`config.mk`:
```
export PLATFORM = sky130hd
export DESIGN_NAME = signed_shift_mul
export DESIGN_NICKNAME = d
export VERILOG_FILES = /design/src/rtl/smul_pkg.sv /design/src/rtl/smul_ctrl.sv /design/src/rtl/smul_step.sv /design/src/rtl/smul_dp.sv /design/src/rtl/signed_shift_mul.sv
export SDC_FILE = /design/constraint.sdc
export NUM_CORES = 1
export LEC_CHECK = 0
export CAP_MARGIN = 15
export CORE_MARGIN = 10
export CORE_UTILIZATION = 40
export CTS_CLUSTER_SIZE = 40
export DETAILED_ROUTE_END_ITERATION = 16
export DONT_BUFFER_PORTS = 1
export GPL_TIMING_DRIVEN = 0
export PLACE_DENSITY = 0.57
export SYNTH_ARGS = -nofsm -noshare
export SYNTH_HDL_FRONTEND = slang
export SYNTH_SLANG_ARGS = --single-unit
```
`constraint.sdc`:
```
create_clock -name clk -period 7.4 [get_ports clk]
set_input_delay 1.11 -clock clk [delete_from_list [all_inputs] [get_ports clk]]
set_output_delay 1.11 -clock clk [all_outputs]
set_load 0.02 [all_outputs]
```
`src/rtl/smul_pkg.sv`:
```
package smul_pkg;

    typedef enum logic [1:0] {
        ST_IDLE = 2'd0,
        ST_RUN  = 2'd1,
        ST_FIN  = 2'd2
    } smul_state_e;

endpackage

```
`src/rtl/smul_ctrl.sv`:
```
module smul_ctrl
    import smul_pkg::*;
#(
    parameter int WIDTH = 8
) (
    input  logic clk,
    input  logic rst_n,
    input  logic start_i,
    output logic load_o,
    output logic step_o,
    output logic last_o,
    output logic busy_o,
    output logic done_o
);

    localparam int CW = $clog2(WIDTH) + 1;
    localparam logic [CW-1:0] LAST_IDX = CW'(WIDTH - 1);

    smul_state_e   state_q, state_d;
    logic [CW-1:0] cnt_q;
    logic          accept;
    logic          at_last;

    assign accept  = start_i && (state_q != ST_RUN);
    assign at_last = (cnt_q == LAST_IDX);

    // state register and step counter
    always_ff @(posedge clk) begin
        if (!rst_n) begin
            state_q <= ST_IDLE;
            cnt_q   <= '0;
        end else begin
            state_q <= state_d;
            if (accept) begin
                cnt_q <= '0;
            end else if (state_q == ST_RUN) begin
                cnt_q <= cnt_q + 1'b1;
            end
        end
    end

    // next-state logic
    always_comb begin
        state_d = state_q;
        unique case (state_q)
            ST_IDLE: if (accept) state_d = ST_RUN;
            ST_RUN:  if (at_last) state_d = ST_FIN;
            ST_FIN:  state_d = accept ? ST_RUN : ST_IDLE;
            default: state_d = ST_IDLE;
        endcase
    end

    // outputs
    always_comb begin
        load_o = accept;
        step_o = 1'b0;
        last_o = 1'b0;
        busy_o = 1'b0;
        done_o = 1'b0;
        unique case (state_q)
            ST_IDLE: ;
            ST_RUN: begin
                step_o = 1'b1;
                busy_o = 1'b1;
                last_o = at_last;
            end
            ST_FIN:  done_o = 1'b1;
            default: ;
        endcase
    end

    a_r2_start_accepted: assert property (@(posedge clk) disable iff (!rst_n)
        (start_i && !busy_o) |=> busy_o);

    a_r3_last_then_done: assert property (@(posedge clk) disable iff (!rst_n)
        (step_o && last_o) |=> done_o);

    a_r3_count_in_range: assert property (@(posedge clk) disable iff (!rst_n)
        busy_o |-> (cnt_q < CW'(WIDTH)));

    a_r4_done_single: assert property (@(posedge clk) disable iff (!rst_n)
        done_o |=> !done_o);

    a_r4_no_overlap: assert property (@(posedge clk) disable iff (!rst_n)
        !(busy_o && done_o));

    a_r8_busy_holds: assert property (@(posedge clk) disable iff (!rst_n)
        (busy_o && !last_o) |=> busy_o);

endmodule

```
`src/rtl/smul_step.sv`:
```
module smul_step #(
    parameter int WIDTH = 8
) (
    input  logic [WIDTH-1:0] acc_i,
    input  logic [WIDTH-1:0] mcand_i,
    input  logic             bit_i,
    input  logic             sub_i,
    output logic [WIDTH:0]   sum_o
);

    logic [WIDTH:0] acc_ext;
    logic [WIDTH:0] mc_ext;

    // one guard bit keeps the true sign of the step result
    assign acc_ext = {acc_i[WIDTH-1], acc_i};
    assign mc_ext  = {mcand_i[WIDTH-1], mcand_i};

    always_comb begin
        if (!bit_i) begin
            sum_o = acc_ext;
        end else if (sub_i) begin
            sum_o = acc_ext - mc_ext;
        end else begin
            sum_o = acc_ext + mc_ext;
        end
    end

endmodule

```
`src/rtl/smul_dp.sv`:
```
module smul_dp #(
    parameter int WIDTH = 8
) (
    input  logic               clk,
    input  logic               rst_n,
    input  logic               load_i,
    input  logic               step_i,
    input  logic               last_i,
    input  logic [WIDTH-1:0]   mcand_i,
    input  logic [WIDTH-1:0]   mplier_i,
    output logic [2*WIDTH-1:0] product_o
);

    logic [WIDTH-1:0] mcand_q;
    logic [WIDTH-1:0] acc_q;
    logic [WIDTH-1:0] low_q;
    logic [WIDTH:0]   sum;

    smul_step #(.WIDTH(WIDTH)) u_step (
        .acc_i   (acc_q),
        .mcand_i (mcand_q),
        .bit_i   (low_q[0]),
        .sub_i   (last_i),
        .sum_o   (sum)
    );

    // low register starts as multiplier and fills with product bits
    always_ff @(posedge clk) begin
        if (!rst_n) begin
            mcand_q <= '0;
            acc_q   <= '0;
            low_q   <= '0;
        end else if (load_i) begin
            mcand_q <= mcand_i;
            acc_q   <= '0;
            low_q   <= mplier_i;
        end else if (step_i) begin
            acc_q <= sum[WIDTH:1];
            low_q <= {sum[0], low_q[WIDTH-1:1]};
        end
    end

    assign product_o = {acc_q, low_q};

    a_r8_mcand_frozen: assert property (@(posedge clk) disable iff (!rst_n)
        (step_i && !last_i) |=> $stable(mcand_q));

    a_r9_product_holds: assert property (@(posedge clk) disable iff (!rst_n)
        (!load_i && !step_i) |=> $stable(product_o));

endmodule

```
`src/rtl/signed_shift_mul.sv`:
```
module signed_shift_mul #(
    parameter int WIDTH = 8
) (
    input  logic               clk,
    input  logic               rst_n,
    input  logic               start,
    input  logic [WIDTH-1:0]   mcand_i,
    input  logic [WIDTH-1:0]   mplier_i,
    output logic               busy_o,
    output logic               done_o,
    output logic [2*WIDTH-1:0] product_o
);

    logic load;
    logic step;
    logic last;

    smul_ctrl #(.WIDTH(WIDTH)) u_ctrl (
        .clk     (clk),
        .rst_n   (rst_n),
        .start_i (start),
        .load_o  (load),
        .step_o  (step),
        .last_o  (last),
        .busy_o  (busy_o),
        .done_o  (done_o)
    );

    smul_dp #(.WIDTH(WIDTH)) u_dp (
        .clk       (clk),
        .rst_n     (rst_n),
        .load_i    (load),
        .step_i    (step),
        .last_i    (last),
        .mcand_i   (mcand_i),
        .mplier_i  (mplier_i),
        .product_o (product_o)
    );

    a_r1_reset_idle: assert property (@(posedge clk)
        !rst_n |=> (!busy_o && !done_o && product_o == '0));

endmodule

```
* Yosys cells after proc, flatten, opt, wreduce, memory -nomap -nowiden
Index checks and enable logic that the tools add are counted.
** Cells by class
- Reductions and logical operators :: 6
- Mux-type cells :: 11
- Add/sub/neg operators :: 3
- Equality and inequality tests :: 6
- Bitwise logic cells :: 1
** Operators with widths (count)
- $mux W8 :: 3
- $add A8 B8 Y9 :: 1
- $mux W9 :: 1
- $sub A8 B8 Y9 :: 1
- $ne A2 B1 Y1 const B :: 3
- $pmux W2 S3 :: 1
- $add A4 B1 Y4 const B :: 1
- $eq A4 B3 Y1 const B :: 1
- $mux W1 :: 4
- $mux W2 :: 2
- $reduce_and A2 Y1 :: 2
- $eq A2 B1 Y1 const B :: 1
- $eq A2 B2 Y1 const B :: 1
- $logic_not A2 Y1 :: 1
- $reduce_bool A2 Y1 :: 1
- $reduce_or A2 Y1 :: 1
- $logic_and A1 B1 Y1 :: 1
- $not A1 Y1 :: 1
** Storage, ports and cells
- Word-level logic and storage cells :: 33
- Input port bits :: 19
- Register bits after elaboration :: 30

* Logic depth before layout (Yosys ltp)
Gate-level depths: netlist of the first run.
- Word-level depth :: 6
- Depth in mapped cells :: 14
- Gate-level depth less buffers :: 13

* Modules after synthesis
Synthesis of the first run repeated with hierarchy kept, for this count alone.
** Second synthesis, totals
- Cells, all modules :: 222
- Area total of the unflattened synthesis :: 2038.2 um^2
** By module, submodules not included
- smul_dp :: times used 1, cells each 87, area each 1003.5 um^2, sequential area each 480.5 um^2
- smul_step :: times used 1, cells each 102, area each 726.9 um^2, sequential area each 0.0 um^2
- smul_ctrl :: times used 1, cells each 33, area each 307.8 um^2, sequential area each 120.1 um^2

* Least setup slack after synthesis of the first run
No wires, ideal clock.
- Path type :: register to register
- From :: register u_ctrl.cnt_q[0]
- To :: register u_dp.acc_q[6]
- Arrival :: 2.414 ns
- Period minus slack after synthesis :: 2.530 ns
- Data required time :: 7.284 ns
- Setup time :: 0.116 ns
- Cell stages (with the launch flop) :: 14
- Slack :: 4.870 ns
- Path buffers :: 0
- Cell sequence :: dfxtp_1 -> ha_1 -> and3b_1 -> nand2_1 -> nor2_1 -> a21o_1 -> inv_1 -> ha_1 -> nor2b_1 -> o21a_1 -> o21a_1 -> o41ai_1 -> mux2i_1 -> nor2_1
** On the way
- Cells in the longest elaborated chain, start to end :: 4
** RTL lines
- start, declared :: RTL line smul_ctrl.sv:20 : logic [CW-1:0] cnt_q;
- start signal, assigned :: RTL line smul_ctrl.sv:37 : cnt_q <= cnt_q + 1'b1;
- $eq A4 B3 Y1 :: RTL line smul_ctrl.sv:25 : assign at_last = (cnt_q == LAST_IDX);
- $mux W1 :: RTL line smul_ctrl.sv:60 : unique case (state_q)
- $mux W9 :: RTL line smul_step.sv:21 : end else if (sub_i) begin
- $mux W8 :: RTL line smul_step.sv:19 : if (!bit_i) begin
- end signal, assigned :: RTL line smul_dp.sv:38 : acc_q <= sum[WIDTH:1];
- end, declared :: RTL line smul_dp.sv:15 : logic [WIDTH-1:0] acc_q;
Every way passes these cells.
A chain may end at the register's enable or synchronous reset.

* Final worst setup path of the first run
Ends and elaborated chain as after synthesis.

==> impl_metrics.prom, run 1 <==
# TYPE chip_impl_metric gauge
chip_impl_info{name="criticalPathCategory",value="flip-flop to flip-flop"} 1
chip_impl_metric{name="floorplan.io_pins",unit=""} 37
chip_impl_metric{name="io_buffer_count",unit=""} 0
chip_impl_info{name="synth_top_flop_cell",value="sky130_fd_sc_hd__dfxtp_1"} 1
chip_impl_metric{name="tightest_slew",unit="ns"} 0.691
chip_impl_metric{name="postSynthNetCount",unit=""} 249
chip_impl_metric{name="postSynthCellCount",unit=""} 219
chip_impl_metric{name="post_cts.repair.setup_buffers",unit=""} 0
chip_impl_metric{name="antenna_found_initial",unit=""} 0
chip_impl_metric{name="detailedRoute.firstPassIterationCount",unit=""} 4
chip_impl_metric{name="floorplan_die_width",unit="um"} 87.3
chip_impl_info{name="cts_root_buffer",value="sky130_fd_sc_hd__clkbuf_8"} 1
chip_impl_metric{name="fin_tns_setup",unit="ns"} 0
chip_impl_info{name="status",value="finished, final reports clean"} 1
chip_impl_metric{name="maxSlewViolCount",unit=""} 0
chip_impl_metric{name="final-setup-viol-count",unit=""} 0
chip_impl_metric{name="timing.fmax",unit="MHz"} 345
chip_impl_metric{name="drt_wl_total",unit="um"} 4310
chip_impl_metric{name="drt_iter0_markers",unit=""} 56
chip_impl_metric{name="p_leak",unit="nW"} 0.870
chip_impl_metric{name="maxSlewHeadroom",unit=""} 0.539
chip_impl_metric{name="remaining_drc_errors",unit=""} 0
chip_impl_metric{name="cts.htree.levels",unit=""} 2
chip_impl_metric{name="routed_wire_length_per_instance",unit="um"} 15.4
chip_impl_metric{name="area_delta_synth_final",unit="%"} 8.83
chip_impl_metric{name="vias",unit=""} 1510
chip_impl_metric{name="pre_cts_ws",unit="ns"} 4.48
chip_impl_info{name="hp-class",value="flip-flop to flip-flop"} 1
chip_impl_metric{name="weighted_congestion_reported_at_the_end_of_routability_driven_placement",unit=""} 0.803
chip_impl_metric{name="timing.critical_path.arrival",unit="ns"} 3.08
chip_impl_metric{name="num-nets-final",unit=""} 256
chip_impl_metric{name="post-route-worst-setup-slack",unit="ns"} 4.50
chip_impl_metric{name="fp.dieArea",unit="sq um"} 7630
chip_impl_metric{name="yosysWarnings",unit=""} 0
chip_impl_metric{name="path_clk_slew",unit="ns"} 0.07
chip_impl_metric{name="overflow",unit=""} 0
chip_impl_info{name="tritoncts_clock_tree",value="done"} 1
chip_impl_metric{name="cts-hold-fix-buffers",unit=""} 0
chip_impl_metric{name="grt_first_pass_wirelength",unit="um"} 7240
chip_impl_metric{name="dp.final_hpwl",unit="um"} 3330
chip_impl_metric{name="yosys.area.top_type_share",unit=""} 0.331
chip_impl_metric{name="power_per_cell_area",unit="nW/um^2"} 224
chip_impl_metric{name="synthArstFlopShare",unit=""} 0
chip_impl_metric{name="worstPathRequired",unit="ns"} 7.58
chip_impl_metric{name="yosys_register_bits",unit=""} 30
chip_impl_metric{name="timing.reg2reg.setup_slack",unit="ns"} 4.50
chip_impl_metric{name="routed_via_density",unit=""} 5.41
chip_impl_metric{name="die_height",unit="um"} 87.3
chip_impl_metric{name="finalHoldViolCount",unit=""} 0
chip_impl_info{name="synth.top_cells.by_area",value="sky130_fd_sc_hd__dfxtp_1, sky130_fd_sc_hd__ha_1, sky130_fd_sc_hd__nand2_1"} 1
chip_impl_metric{name="initial_core_util",unit=""} 0.414
chip_impl_metric{name="n_antenna_cell",unit=""} 0
chip_impl_metric{name="vdd_ir_drop_max",unit="mV"} 0.103
chip_impl_metric{name="timing.critical_path.fanout_max",unit=""} 8
chip_impl_metric{name="cts_buffer_depth",unit=""} 2
chip_impl_metric{name="floorplan.core_area",unit="sq um"} 4380
chip_impl_metric{name="grt_use_total",unit=""} 0.118
chip_impl_info{name="worstSetupStartpointType",value="flip-flop"} 1
chip_impl_metric{name="drt.antenna.violating_nets",unit=""} 0
chip_impl_metric{name="cts_inserted_buffers",unit=""} 5
chip_impl_metric{name="number_of_distinct_standard_cells_referenced_by_the_synthesized_netlist",unit=""} 42
chip_impl_metric{name="vias_in_the_first_global_route",unit=""} 1501
chip_impl_metric{name="place.detailed.instances",unit=""} 271
chip_impl_metric{name="placement_rows",unit=""} 24
chip_impl_metric{name="grt_start_max_net_pins",unit=""} 11
chip_impl_metric{name="clkLatencyLatePin",unit="ns"} 0.28
chip_impl_metric{name="synth.yosys.seq_area_share",unit=""} 0.331
chip_impl_info{name="grt_setup_unrepaired",value="false"} 1
chip_impl_metric{name="fin_skew",unit="ns"} 0.00559
chip_impl_metric{name="final_layout_size_suffix_gt1_frac",unit=""} 0.0705
chip_impl_metric{name="maximum_capacitance_violations",unit=""} 0
chip_impl_metric{name="final_min_period_over_clock_period",unit=""} 0.392
chip_impl_metric{name="syn_avg_cell_area",unit="sq um"} 8.28
chip_impl_metric{name="synth_enable_flop_cells",unit=""} 0
chip_impl_info{name="yosysTopAreaCell",value="sky130_fd_sc_hd__dfxtp_1"} 1
chip_impl_metric{name="synthesis.area",unit="sq um"} 1810
chip_impl_info{name="critPathCaptureType",value="flip-flop"} 1
chip_impl_metric{name="cts.repair.resized",unit=""} 0
chip_impl_metric{name="final_period_minus_worst_setup_slack",unit="ns"} 2.90
chip_impl_info{name="ys_top_cells_by_count",value="sky130_fd_sc_hd__dfxtp_1, sky130_fd_sc_hd__nand2_1, sky130_fd_sc_hd__nor2_1"} 1
chip_impl_metric{name="fin_cells",unit=""} 279
chip_impl_metric{name="clkSinkCount",unit=""} 30
chip_impl_metric{name="filler_cell_count",unit=""} 454
placed cells by master, fill, tap and decap left out, drive strengths merged:
| master | n |
|---|---|
| a211oi | 7 |
| a21o | 2 |
| nor4 | 2 |
| o31a | 1 |
| a21oi | 6 |
| xor2 | 8 |
| o22ai | 1 |
| nor2 | 19 |
| and2 | 1 |
| clkinv | 1 |
| inv | 8 |
| dfxtp | 30 |
| nor3 | 7 |
| xnor2 | 4 |
| o41ai | 1 |
| clkbuf | 13 |
| nor3b | 1 |
| o31ai | 3 |
| o21a | 3 |
| a31oi | 1 |
| buf | 5 |
| o211ai | 1 |
| clkinvlp | 1 |
| nand4 | 1 |
| nor2b | 4 |
| or3 | 3 |
| o21ai | 9 |
| and3 | 1 |
| nand2b | 3 |
| fa | 1 |
| or3b | 1 |
| ha | 10 |
| o211a | 8 |
| mux2i | 10 |
| and3b | 1 |
| a21boi | 8 |
| nand3 | 11 |
| nand2 | 30 |
worst max-delay path, stage by stage, from the launching register on:
cell	delay, ns
sky130_fd_sc_hd__dfxtp_1	0.37
sky130_fd_sc_hd__ha_1	0.17
sky130_fd_sc_hd__and3b_1	0.26
sky130_fd_sc_hd__nand2_1	0.21
sky130_fd_sc_hd__nor2_1	0.14
sky130_fd_sc_hd__a21o_1	0.16
sky130_fd_sc_hd__inv_1	0.06
sky130_fd_sc_hd__ha_1	0.25
sky130_fd_sc_hd__nor2b_1	0.13
sky130_fd_sc_hd__o21a_1	0.18
sky130_fd_sc_hd__o21a_1	0.20
sky130_fd_sc_hd__o41ai_1	0.37
sky130_fd_sc_hd__mux2i_1	0.23
sky130_fd_sc_hd__nor2_1	0.06
cell type report:
type / instances / area, sq um / area share
inverters: 8 / 32.5 / 0.0165
plain buffers: 12 / 58.8 / 0.0298
well taps: 52 / 65.1 / 0.0330
clock buffers: 6 / 82.6 / 0.0418
flip-flops and latches: 30 / 601 / 0.304
clock inverters: 2 / 12.5 / 0.00634
multi-input cells: 169 / 1120 / 0.568
kinds of logic after synthesis:
kind of cell	count (synthesis)	synth area share
simple gates	85	0.220
compound gates	51	0.206
flops	30	0.331
buf+inv	20	0.0504
xor+xnor	12	0.0579
fa+ha+maj	11	0.0800
mux	10	0.0552
power by group:
part,switching [W],total (W),internal [W],leakage (nW)
clock network,0.0000652,0.000140,0.0000747,0.0472
registers,0.0000181,0.000190,0.000172,0.246
logic,0.0000632,0.000112,0.0000491,0.577
final timing paths:
path	from	to	cells past startpoint
max reg2reg	u_ctrl.cnt_q[0]$_SDFFE_PP0P_	u_dp.acc_q[6]$_SDFFE_PP0P_	13
min reg2reg	u_ctrl.cnt_q[1]$_SDFFE_PP0P_	u_ctrl.cnt_q[1]$_SDFFE_PP0P_	2
max	u_ctrl.cnt_q[0]$_SDFFE_PP0P_	u_dp.acc_q[6]$_SDFFE_PP0P_	13
min	u_ctrl.cnt_q[1]$_SDFFE_PP0P_	u_ctrl.cnt_q[1]$_SDFFE_PP0P_	2
stage by stage:
stage	hold slack (ns)	utilization	instance area, sq um	total power [W]
CTS	0.480	0.450	1970	0.000447
floorplan	0.453	-	1810	0.000284
global placement	0.464	0.429	1880	0.000306
finish	0.476	0.450	1970	0.000442
global route	0.504	0.450	1970	0.000468
detailed placement	0.470	0.429	1880	0.000307
routing by layer:
layer  vias up  wire [um]  GRT usage
met5         -          0          0
met3         7        358     0.0515
met1       681       2050      0.143
li1        789          -          -
met4         0         54     0.0435
met2        33       1850      0.179
registers in the layout, indices dropped and copies added (netlist names):
name,count
u_dp.mcand_q,8
u_dp.low_q,8
u_ctrl.cnt_q,4
u_ctrl.state_q,2
u_dp.acc_q,8
Power figures use the tool's default switching activity.
==> run 2, diff against run 1 <==
Settings changed: ABC_AREA set to 1.
Clock period 7.4 ns to 3 ns, I/O delays scaled along.
==> run 2 against run 1 <==
Compared with the run above:
- critical path depth is 2 higher
- non-clock buffer count shrank 5
- critical endpoint unchanged
- fmax up 16%
- via count is 6.8% higher
- core utilization is 1.0 points higher
- final area rose by 3.0%
- combinational power is 130% higher
- critical path type unchanged
- cell count grew 19%
- routed wire length shrank 0.86%
- clock power increased to 3.0 times the previous value
- largest cell class unchanged
- power grew to 2.6 times the previous value
==> impl_metrics.prom, run 2 <==
# TYPE chip_impl_metric gauge
chip_impl_info{name="status",value="finished, final reports clean"} 1
chip_impl_metric{name="area_delta_synth_final",unit="%"} 9.58
chip_impl_metric{name="worstPathRequired",unit="ns"} 3.22
chip_impl_metric{name="met2RoutedLength",unit="um"} 1840
chip_impl_metric{name="fin_cells",unit=""} 332
chip_impl_info{name="yosysTopAreaCell",value="sky130_fd_sc_hd__dfxtp_1"} 1
chip_impl_metric{name="reg2reg_depth",unit=""} 15
chip_impl_metric{name="cts-hold-fix-buffers",unit=""} 0
chip_impl_metric{name="timing.reg2reg.setup_slack",unit="ns"} 0.51
chip_impl_info{name="cts_root_buffer",value="sky130_fd_sc_hd__clkbuf_8"} 1
chip_impl_info{name="worstSetupStartpoint",value="u_ctrl.cnt_q[0]$_SDFFE_PP0P_"} 1
chip_impl_metric{name="final_layout_size_suffix_gt1_frac",unit=""} 0.0929
chip_impl_metric{name="num-nets-final",unit=""} 310
chip_impl_metric{name="synthesis.area",unit="sq um"} 1860
chip_impl_metric{name="pre_cts_ws",unit="ns"} 0.509
chip_impl_metric{name="die_height",unit="um"} 88.1
chip_impl_metric{name="antenna_found_initial",unit=""} 0
chip_impl_metric{name="finalHoldViolCount",unit=""} 0
chip_impl_info{name="critPathCaptureType",value="flip-flop"} 1
chip_impl_info{name="grt_setup_unrepaired",value="false"} 1
chip_impl_metric{name="wl_met1",unit="um"} 1990
chip_impl_metric{name="number_of_distinct_standard_cells_referenced_by_the_synthesized_netlist",unit=""} 34
chip_impl_metric{name="timing.critical_path.fanout_max",unit=""} 6
chip_impl_metric{name="timing.fmax",unit="MHz"} 401
chip_impl_metric{name="multi_input_comb_area",unit="sq um"} 1040
chip_impl_metric{name="vias",unit=""} 1613
chip_impl_metric{name="maximum_capacitance_violations",unit=""} 0
chip_impl_metric{name="synth_enable_flop_cells",unit=""} 0
chip_impl_metric{name="placement_rows",unit=""} 24
chip_impl_info{name="critical_path.reg2reg.startpoint",value="u_ctrl.cnt_q[0]$_SDFFE_PP0P_"} 1
chip_impl_info{name="synth_most_common_cell",value="sky130_fd_sc_hd__nand2_1"} 1
chip_impl_metric{name="floorplan_die_width",unit="um"} 88.1
chip_impl_metric{name="clkSinkCount",unit=""} 30
chip_impl_metric{name="fin_worst_hold_slack",unit="ns"} 0.292
chip_impl_metric{name="detailedRoute.firstPassIterationCount",unit=""} 4
chip_impl_metric{name="fin_tns_setup",unit="ns"} 0
chip_impl_metric{name="timing.critical_path.arrival",unit="ns"} 2.71
chip_impl_metric{name="place.detailed.instances",unit=""} 325
chip_impl_metric{name="synth.yosys.seq_area_share",unit=""} 0.324
chip_impl_metric{name="final_period_minus_worst_setup_slack",unit="ns"} 2.49
chip_impl_info{name="ys_top_cells_by_count",value="sky130_fd_sc_hd__nand2_1, sky130_fd_sc_hd__inv_1, sky130_fd_sc_hd__dfxtp_1"} 1
chip_impl_metric{name="floorplan.io_pins",unit=""} 37
chip_impl_metric{name="drt_iter0_markers",unit=""} 83
chip_impl_info{name="worst_hold_startpoint",value="rst_n"} 1
chip_impl_metric{name="p_leak",unit="nW"} 0.970
chip_impl_metric{name="clkLatencyLatePin",unit="ns"} 0.29
chip_impl_metric{name="yosysWarnings",unit=""} 0
chip_impl_info{name="worstSetupStartpointType",value="flip-flop"} 1
chip_impl_metric{name="path_clk_slew",unit="ns"} 0.06
chip_impl_info{name="synth.top_cells.by_area",value="sky130_fd_sc_hd__dfxtp_1, sky130_fd_sc_hd__nand2_1, sky130_fd_sc_hd__inv_1"} 1
chip_impl_metric{name="cts_buffer_depth",unit=""} 2
chip_impl_info{name="most-common-layout-cells",value="sky130_fd_sc_hd__nand2_1, sky130_fd_sc_hd__inv_1, sky130_fd_sc_hd__dfxtp_1"} 1
chip_impl_metric{name="final-setup-viol-count",unit=""} 0
chip_impl_metric{name="yosys.area.top_type_share",unit=""} 0.324
chip_impl_metric{name="cts.repair.resized",unit=""} 0
chip_impl_metric{name="grt_use_total",unit=""} 0.120
chip_impl_metric{name="tightest_slew",unit="ns"} 0.453
chip_impl_metric{name="postSynthNetCount",unit=""} 303
chip_impl_metric{name="routed_wire_length_per_instance",unit="um"} 12.9
chip_impl_metric{name="grt_first_pass_wirelength",unit="um"} 7270
chip_impl_metric{name="initial_core_util",unit=""} 0.420
chip_impl_metric{name="cts.htree.levels",unit=""} 2
chip_impl_info{name="hp-class",value="primary input to flip-flop"} 1
chip_impl_metric{name="yosys_register_bits",unit=""} 30
chip_impl_metric{name="maxSlewHeadroom",unit=""} 0.696
chip_impl_metric{name="floorplan.core_area",unit="sq um"} 4410
chip_impl_metric{name="final_min_period_over_clock_period",unit=""} 0.831
chip_impl_info{name="worstReg2RegEnd",value="u_dp.acc_q[6]$_SDFFE_PP0P_"} 1
chip_impl_metric{name="routed_via_density",unit=""} 4.86
chip_impl_metric{name="regArea",unit="sq um"} 601
chip_impl_metric{name="vias_in_the_first_global_route",unit=""} 1548
chip_impl_metric{name="fp.dieArea",unit="sq um"} 7760
chip_impl_metric{name="drt_wl_total",unit="um"} 4270
chip_impl_metric{name="fin_skew",unit="ns"} 0.00352
chip_impl_metric{name="n_antenna_cell",unit=""} 0
chip_impl_metric{name="synthArstFlopShare",unit=""} 0
chip_impl_metric{name="cts_inserted_buffers",unit=""} 5
chip_impl_metric{name="power_per_cell_area",unit="nW/um^2"} 555
chip_impl_info{name="tritoncts_clock_tree",value="done"} 1
chip_impl_metric{name="post-route-worst-setup-slack",unit="ns"} 0.508
chip_impl_info{name="synth_top_flop_cell",value="sky130_fd_sc_hd__dfxtp_1"} 1
chip_impl_metric{name="finalInstanceArea",unit="sq um"} 2030
chip_impl_info{name="top_regs",value="u_dp.acc_q (8), u_dp.low_q (8), u_dp.mcand_q (8)"} 1
chip_impl_metric{name="post_cts.repair.setup_buffers",unit=""} 0
chip_impl_metric{name="remaining_drc_errors",unit=""} 0
chip_impl_info{name="criticalPathCategory",value="flip-flop to flip-flop"} 1
chip_impl_info{name="final_common_cell",value="sky130_fd_sc_hd__nand2_1"} 1
chip_impl_metric{name="filler_cell_count",unit=""} 469
chip_impl_metric{name="syn_avg_cell_area",unit="sq um"} 6.80
chip_impl_metric{name="drt.antenna.violating_nets",unit=""} 0
chip_impl_metric{name="grt_start_max_net_pins",unit=""} 11
chip_impl_metric{name="met3_wirelength",unit="um"} 366
chip_impl_metric{name="vdd_ir_drop_max",unit="mV"} 0.224
chip_impl_metric{name="dp.final_hpwl",unit="um"} 3390
chip_impl_metric{name="dpl-instance-area",unit="sq um"} 1920
chip_impl_info{name="critPathCapture",value="u_dp.acc_q[6]$_SDFFE_PP0P_"} 1
chip_impl_metric{name="weighted_congestion_reported_at_the_end_of_routability_driven_placement",unit=""} 0.825
chip_impl_metric{name="maxSlewViolCount",unit=""} 0
chip_impl_info{name="topRoutingLayerUsed",value="met4"} 1
chip_impl_metric{name="overflow",unit=""} 0
chip_impl_metric{name="postSynthCellCount",unit=""} 273
chip_impl_metric{name="io_buffer_count",unit=""} 0
==> run 2: changes by cell type after synthesis, sizes merged, moves of 7 or more <==
cell    before  now
a211oi       7    0
a21boi       8    0
a21oi        6   28
inv          8   46
mux2i       10    0
nand2       30   66
nor2        19   28
o211a        8    0
o21ai        9   23
==> run 2: cell families after synthesis <==
family                   after synthesis  synth area share
AO/OA/AOI/OAI                         56             0.167
XOR/XNOR                               8            0.0378
adder cells (fa/ha/maj)               11            0.0782
buffers and inverters                 54             0.117
flip-flops                            30             0.324
AND/OR/NAND/NOR                      114             0.276
==> run 2: power by group <==
part	switching (W)	internal [W]	leakage (nW)
clock	0.000155	0.000265	0.0573
sequential	0.0000323	0.000421	0.246
combinational	0.000161	0.0000946	0.667
==> run 2: area by class of cell <==
class                      count  area share
clock inverter                 1      0.0148
tap                           52      0.0320
inverter                      47      0.0868
buffer                         7      0.0197
multi-input combinational    189       0.511
sequential                    30       0.295
clock buffer                   6      0.0406
==> run 2: stage by stage <==
step,utilization,power [W]
after CTS,0.461,0.00115
after detailed placement,0.435,0.000719
after global placement,0.435,0.000716
final,0.461,0.00113
after floorplan,-,0.000668
after global routing,0.461,0.00121
==> run 2: how the worst min path moves through the flow <==
stage / endpoint / depth (start not counted)
2_1_floorplan: u_ctrl.cnt_q[1]$_SDFFE_PP0P_ / 2
3_3_place_gp: u_ctrl.cnt_q[1]$_SDFFE_PP0P_ / 2
3_5_place_dp: u_ctrl.cnt_q[1]$_SDFFE_PP0P_ / 2
4_1_cts: u_dp.mcand_q[5]$_SDFFE_PN0P_ / 2
5_1_grt: u_dp.mcand_q[6]$_SDFFE_PN0P_ / 2
6_report: u_dp.mcand_q[4]$_SDFFE_PN0P_ / 2
==> run 2: layer usage <==
layer,track usage,up-vias
met3,0.0566,7
met4,0.0514,0
met2,0.181,36
li1,-,881
met5,0,-
met1,0.142,689
==> run 2: worst max-delay path: stages, from the launching register on <==
cell                      delay (ns)
sky130_fd_sc_hd__dfxtp_1        0.36
sky130_fd_sc_hd__ha_1           0.23
sky130_fd_sc_hd__nand3_4        0.13
sky130_fd_sc_hd__nor2_8         0.14
sky130_fd_sc_hd__inv_1          0.13
sky130_fd_sc_hd__o21ai_0        0.37
sky130_fd_sc_hd__inv_1          0.09
sky130_fd_sc_hd__ha_1           0.28
sky130_fd_sc_hd__nand2_1        0.05
sky130_fd_sc_hd__o21ai_2        0.19
sky130_fd_sc_hd__nand2_1        0.11
sky130_fd_sc_hd__nand2_1        0.08
sky130_fd_sc_hd__nand2_1        0.04
sky130_fd_sc_hd__nand3_1        0.06
sky130_fd_sc_hd__nand2_1        0.05
sky130_fd_sc_hd__a21oi_1        0.12
